==> src/rtl/ftf_pkg.sv <==
// ftf_pkg: shared defaults and the per-stage action type for the
// fall-through FIFO. Assumes nothing beyond IEEE 1800-2017.
package ftf_pkg;
    localparam int DEF_DEPTH = 16;
    localparam int DEF_WIDTH = 4;

    // What one stage does at the coming clock edge.
    typedef enum logic [1:0] {
        ACT_HOLD = 2'd0,
        ACT_TAKE = 2'd1,
        ACT_GIVE = 2'd2
    } stage_act_e;
endpackage

==> src/rtl/ftf_stage.sv <==
// ftf_stage: one word position of the chain. It keeps an occupancy flag and a
// data word. It takes a word from upstream when upstream offers one and it is
// empty. It gives its word away when it is full and downstream accepts.
// Assumes up_full/down_accept are derived from neighbour flags of the same
// clock, so take and give can never both be true in one cycle.
module ftf_stage
    import ftf_pkg::*;
#(
    parameter int WIDTH = DEF_WIDTH
) (
    input  logic             clk,
    input  logic             rst_n,
    input  logic             up_full,
    input  logic [WIDTH-1:0] up_data,
    input  logic             down_accept,
    output logic             full_q,
    output logic [WIDTH-1:0] data_q
);
    stage_act_e act;

    // Choose this stage's action from its own flag and its neighbours.
    always_comb begin
        if (up_full && !full_q) begin
            act = ACT_TAKE;
        end else if (full_q && down_accept) begin
            act = ACT_GIVE;
        end else begin
            act = ACT_HOLD;
        end
    end

    // Update flag and word according to the chosen action.
    always_ff @(posedge clk) begin
        if (!rst_n) begin
            full_q <= 1'b0;
            data_q <= '0;
        end else begin
            case (act)
                ACT_TAKE: begin
                    full_q <= 1'b1;
                    data_q <= up_data;
                end
                ACT_GIVE: begin
                    full_q <= 1'b0;
                end
                default: begin
                    full_q <= full_q;
                end
            endcase
        end
    end
endmodule

==> src/rtl/ftf_chain.sv <==
// ftf_chain: DEPTH stages in a row. Stage 0 is fed by the qualified write,
// the last stage is drained by the qualified read, and every interior stage
// hands over to its successor when that one is empty. Assumes DEPTH >= 2.
module ftf_chain
    import ftf_pkg::*;
#(
    parameter int DEPTH = DEF_DEPTH,
    parameter int WIDTH = DEF_WIDTH
) (
    input  logic             clk,
    input  logic             rst_n,
    input  logic             feed,
    input  logic [WIDTH-1:0] feed_data,
    input  logic             drain,
    output logic [DEPTH-1:0] marks,
    output logic [WIDTH-1:0] tail_data
);
    localparam int LAST = DEPTH - 1;

    logic [DEPTH-1:0] up_full;
    logic [DEPTH-1:0] down_acc;
    logic [WIDTH-1:0] up_word  [DEPTH];
    logic [WIDTH-1:0] st_word  [DEPTH];

    for (genvar k = 0; k < DEPTH; k++) begin : g_stage
        if (k == 0) begin : g_head
            assign up_full[k] = feed;
            assign up_word[k] = feed_data;
        end else begin : g_body
            assign up_full[k] = marks[k-1];
            assign up_word[k] = st_word[k-1];
        end

        if (k == LAST) begin : g_tail
            assign down_acc[k] = drain;
        end else begin : g_link
            assign down_acc[k] = ~marks[k+1];
        end

        ftf_stage #(.WIDTH(WIDTH)) u_stage (
            .clk        (clk),
            .rst_n      (rst_n),
            .up_full    (up_full[k]),
            .up_data    (up_word[k]),
            .down_accept(down_acc[k]),
            .full_q     (marks[k]),
            .data_q     (st_word[k])
        );
    end

    assign tail_data = st_word[LAST];
endmodule

==> src/rtl/ftf_port_ctrl.sv <==
// ftf_port_ctrl: the two handshake edges. Turns the raw strobes into
// qualified feed/drain pulses and publishes the ready flags and the output
// word. Assumes the head and tail flags come straight from the chain.
module ftf_port_ctrl #(
    parameter int WIDTH = 4
) (
    input  logic             shift_in,
    input  logic             shift_out,
    input  logic             head_full,
    input  logic             tail_full,
    input  logic [WIDTH-1:0] tail_data,
    output logic             in_ready,
    output logic             out_ready,
    output logic [WIDTH-1:0] dout,
    output logic             feed,
    output logic             drain
);
    // Qualify the strobes so refused requests never reach the chain.
    always_comb begin
        in_ready  = ~head_full;
        out_ready = tail_full;
        dout      = tail_data;
        feed      = shift_in & ~head_full;
        drain     = shift_out & tail_full;
    end
endmodule

==> src/rtl/ftf_fifo.sv <==
// ftf_fifo: top of the fall-through FIFO. Joins the handshake edge logic to
// the stage chain. Assumes one clock domain, a synchronous active-low reset
// and DEPTH >= 2.
module ftf_fifo
    import ftf_pkg::*;
#(
    parameter int DEPTH = DEF_DEPTH,
    parameter int WIDTH = DEF_WIDTH
) (
    input  logic             clk,
    input  logic             rst_n,
    input  logic             shift_in,
    output logic             in_ready,
    input  logic [WIDTH-1:0] din,
    input  logic             shift_out,
    output logic             out_ready,
    output logic [WIDTH-1:0] dout
);
    logic [DEPTH-1:0] stage_full;
    logic [WIDTH-1:0] tail_word;
    logic             feed;
    logic             drain;

    ftf_port_ctrl #(.WIDTH(WIDTH)) u_ports (
        .shift_in (shift_in),
        .shift_out(shift_out),
        .head_full(stage_full[0]),
        .tail_full(stage_full[DEPTH-1]),
        .tail_data(tail_word),
        .in_ready (in_ready),
        .out_ready(out_ready),
        .dout     (dout),
        .feed     (feed),
        .drain    (drain)
    );

    ftf_chain #(.DEPTH(DEPTH), .WIDTH(WIDTH)) u_chain (
        .clk      (clk),
        .rst_n    (rst_n),
        .feed     (feed),
        .feed_data(din),
        .drain    (drain),
        .marks    (stage_full),
        .tail_data(tail_word)
    );
endmodule

==> config.mk <==
export PLATFORM = sky130hd
export DESIGN_NAME = ftf_fifo
export DESIGN_NICKNAME = d
export VERILOG_FILES = /design/src/rtl/ftf_pkg.sv /design/src/rtl/ftf_stage.sv /design/src/rtl/ftf_chain.sv /design/src/rtl/ftf_port_ctrl.sv /design/src/rtl/ftf_fifo.sv
export SDC_FILE = /design/constraint.sdc
export NUM_CORES = 1
export LEC_CHECK = 0
export BUFFER_PORTS_ARGS = -buffer_cell sky130_fd_sc_hd__buf_2
export CELL_PAD_IN_SITES_DETAIL_PLACEMENT = 0
export CELL_PAD_IN_SITES_GLOBAL_PLACEMENT = 1
export CORE_MARGIN = 3
export CORE_UTILIZATION = 50
export CTS_BUF_LIST = sky130_fd_sc_hd__clkbuf_8
export CTS_CLUSTER_DIAMETER = 40
export DETAILED_ROUTE_END_ITERATION = 6
export PLACE_DENSITY_LB_ADDON = 0.15
export SLEW_MARGIN = 20
export SYNTH_ARGS = -nofsm -noshare
export SYNTH_HDL_FRONTEND = slang
export SYNTH_SLANG_ARGS = --single-unit
==> constraint.sdc <==
create_clock -name clk -period 1.4 [get_ports clk]
set_clock_uncertainty 0.1 [all_clocks]
set_input_delay 0.07 -clock clk [delete_from_list [all_inputs] [get_ports clk]]
set_output_delay 0.07 -clock clk [all_outputs]
set_load 0.02 [all_outputs]
# After elaboration in Yosys (flattened, before gate mapping)
# Index checks and enable logic that the tools add are counted.
op_classes:
  bitwise: 18
  reduce_logical: 64
  eq_ne: 32
  mux: 48
op_table:
  columns: ["cell", "count"]
  rows:
  - ["$mux W2", 32]
  - ["$eq A2 B1 Y1 const B", 16]
  - ["$eq A2 B2 Y1 const B", 16]
  - ["$logic_and A1 B1 Y1", 32]
  - ["$pmux W1 S2", 16]
  - ["$reduce_bool A2 Y1", 16]
  - ["$logic_not A1 Y1", 16]
  - ["$not A1 Y1", 16]
  - ["$and A1 B1 Y1", 2]
totals:
  out_inout_bits: 6
  in_bits: 8
  ff_bits: 80

# Depth between registers and ports, before layout
logic_depth:
  depth_word: 6
  ltp_mapped: 4

# By module
# From an unflattened synthesis, not the netlist that was laid out.
hier_totals:
  hier_cells: 375
  area_unflattened_um2: 3313.2
modules_own_cells:
  columns: ["mod", "area_each_um2", "cells_per_inst", "instances"]
  rows:
  - ["ftf_stage", 200.2, 22, 16]
  - ["ftf_chain", 56.3, 15, 1]
  - ["ftf_port_ctrl", 53.8, 8, 1]

# Worst setup path before layout
# No wires, ideal clock.
synth_path:
  path_kind: "flip-flop to flip-flop"
  from: "reg u_chain.g_stage[15].u_stage.full_q"
  to: "reg u_chain.g_stage[15].u_stage.data_q[0]"
  n_path_buf: 1
  path_slack_ns: 0.384
  arrival_ns: 0.796
  period_less_slack_ns: 1.016
  stages_incl_launch_ff: 4
  setup_ns: 0.120
  cell_sequence: "dfxtp_1 -> nor2b_1 -> clkbuf_2 -> mux2i_1"
synth_between:
  elab_chain_len: 5
synth_rtl:
  columns: ["item", "line_no", "rtl"]
  rows:
  - ["start, declared", "ftf_stage.sv:16", "output logic full_q,"]
  - ["start signal, assigned", "ftf_stage.sv:47", "full_q <= full_q;"]
  - ["$and A1 B1 Y1", "ftf_port_ctrl.sv:24", "drain = shift_out & tail_full;"]
  - ["$logic_and A1 B1 Y1", "ftf_stage.sv:25", "end else if (full_q && down_accept) begin"]
  - ["$mux W2", "ftf_stage.sv:25", null]
  - ["$mux W2 *", "ftf_stage.sv:23", "if (up_full && !full_q) begin"]
  - ["$eq A2 B1 Y1 *", "ftf_stage.sv:38", "case (act)"]
  - ["end signal, assigned", "ftf_stage.sv:41", "data_q <= up_data;"]
  - ["end, declared", "ftf_stage.sv:17", "output logic [WIDTH-1:0] data_q"]
# Mark *: on every way between the ends. The rest lies on a longest branch, timed or not.
# A chain may end at the register's enable or synchronous reset.

==> metrics.txt <==
status=finished clean; Clock Latency Late Sink=0.34 ns; CP endpoint kind=flip-flop; multi-input logic area=1211 um2; YS warnings=0; worst slew pin tran=between 0.4 and 0.5 ns; IR drop worst, VDD=0.6936 mV; Yosys top cell area share=0.5421; synthesized netlist cell count=roughly 290; clock slew seen by the registers of the worst setup and hold paths=approximately 0.08 ns; Longest Clk Path Bufs=2; mux share of post-synthesis cell area=0.2169; Worst R2R Setup Slack=approximately 0.20 ns; fin util=0.5962; largest family of logic cells by synthesized area=multiplexers; fill count=519; TritonCTS clock tree=done; Max H-tree Level=3; Slew headroom=0.7142; LEAKAGE=around 1.3 nW; Final Critical Period=~1.2 ns; RSZ-0062 raised after global routing=false; Final ANT Viol Nets=0; placed inst area=3097 um2; Synth area leader=dfxtp_1; final net count=314; ANT cells=0; drt via density=~4.6; GR Util met2=0.2077; CP Class=in -> reg; post-CTS sizing=0; max-cap violations=0; fin. max-slew vios=0; routing usage on met3=0.03571; wire length of the first global-routing pass=approximately 7800 um; crit path max fanout=65; die width=roughly 83 um; endpoints failing hold=0; CTS Root Cell=clkbuf_8; Inserted Clock Buffers=9; vias in the first global route=1776; WP data required=~1.6 ns; Post-Route WL=4193 um; Initial Utilization=0.5268; area grow syn2layout=13.17%; Mapped Avg Cell Area=around 10 um2; post-synthesis simple-gate area fraction=0.1516; clk sinks=80; commonest non-fill, non-tap cell in the layout=dfxtp_1; initial antenna violation count=0; FF+latch count, synth=80; Die Span Y=82.87 um; GRT Util Overall=0.1393; fraction of layout cells with a size suffix above 1=0.1355; Reg area=1602 um2; routability cong.=roughly 0.65; Distinct cells, synth=13; FP Rows=27; period utilisation layout=0.8912; IO Pins=14; endpoints failing setup=0; WP data arrival=1.41 ns; Detailed Routing Iterations Pass 1=4; via count=around 1800; synthesized net count=294; post-synthesis compound-gate area fraction=0.04151; FMAX=approximately 0.8 GHz; IO buf count=13; most frequent cells in the layout=80 x dfxtp_1, 71 x nand2_1, 64 x mux2i_1; grt ovf=0; initial DRC count=61; setup TNS=0 ns; largest net degree at the start of global routing=66; post-DR wirelength/cell=10.98 um; power per cell area=1201 nW/um2; Seq/Total Area, Yosys=0.5421; CORE AREA=about 5600 um2; top post-synthesis cells by area=dfxtp_1 54%, mux2i_1 22%, nand2_1 9.0%; Adder-Cell Fraction of Synth Area=0; post-route DRC violation count=0; Mapped Area=2954 um2; GR Util met1=0.1768; die area=6867 um2; GR peak layer=met2; crit path launch type=input port; hpwl dp=2760 um; final instance area=3343 um2; Post-Synth XOR/XNOR Area=0; HP Class=in -> reg
where the power goes:
part	internal (W)	switching (W)	total, W
logic	0.0000567	0.0000660	0.000123
clock network	0.000847	0.000751	0.00160
registers	0.00229	0.00000625	0.00230
total	0.00319	0.000823	0.00402
worst max-delay path: stages:
cell	delay, ns
dlygate4sd3_1	0.53
buf_2	0.23
buf_12	0.29
nand2_1	0.13
mux2i_1	0.14
stage by stage:
| stage | power, W | hold WS [ns] | std cells | setup WS [ns] |
|---|---|---|---|---|
| after global routing | 0.004215 | 0.1107 | 382 | 0.06891 |
| after CTS | 0.004088 | 0.06560 | 382 | 0.1793 |
| after global placement | 0.002459 | 0.2157 | 361 | 0.2545 |
| after detailed placement | 0.002461 | 0.2243 | 361 | 0.2151 |
| final | 0.004016 | 0.07791 | 382 | 0.1523 |
| after floorplan | 0.002435 | 0.1123 | 286 | 0.3842 |
synth_stat cells, drive strengths merged:
| master | number |
|---|---|
| clkbuf | 1 |
| nand2 | 71 |
| o211a | 1 |
| a21boi | 2 |
| dfxtp | 80 |
| mux2i | 64 |
| inv | 1 |
| and2 | 13 |
| o21a | 13 |
| nor2b | 14 |
| buf | 24 |
| nand2b | 2 |
what timing repair did:
action,CTS,global route
setup buffers,0,0
hold buffers,6,0
hold endpoints to repair,8,0
registers in the layout (all words and copies together) (netlist names):
name                            flops
u_chain.g_stage.u_stage.data_q     64
u_chain.g_stage.u_stage.full_q     16
per-layer routing:
layer / routed length (um) / part of all wire
met5: 0 / 0
met4: 131 / 0.031
met2: 1735 / 0.41
met3: 108 / 0.026
met1: 2218 / 0.53
path summary, 6_finish.rpt:
| check | endpoint | from | depth (start not counted) |
|---|---|---|---|
| worst max-delay path | u_chain.g_stage[14].u_stage.data_q[1] | rst_n | 5 |
| worst min-delay path | u_chain.g_stage[0].u_stage.data_q[1] | shift_in | 4 |
| worst max register to register | u_chain.g_stage[15].u_stage.data_q[0] | u_chain.g_stage[14].u_stage.full_q | 2 |
| worst min register to register | u_chain.g_stage[15].u_stage.data_q[1] | u_chain.g_stage[15].u_stage.data_q[1] | 2 |
cells by family after synthesis:
logic type	Yosys count
AO/OA/AOI/OAI	16
flip-flops	80
multiplexers	64
AND/OR/NAND/NOR	100
buffers and inverters	26
cell type report:
type                       count  share of cell area
sequential                    80              0.4790
multi-input combinational    180              0.3623
clock buffer                  10             0.04117
timing repair buffer          34             0.07485
inverter                       1            0.001123
tap                           72             0.02695
clock inverter                 5             0.01460
Note: power is estimated with default switching activity, not from simulation.
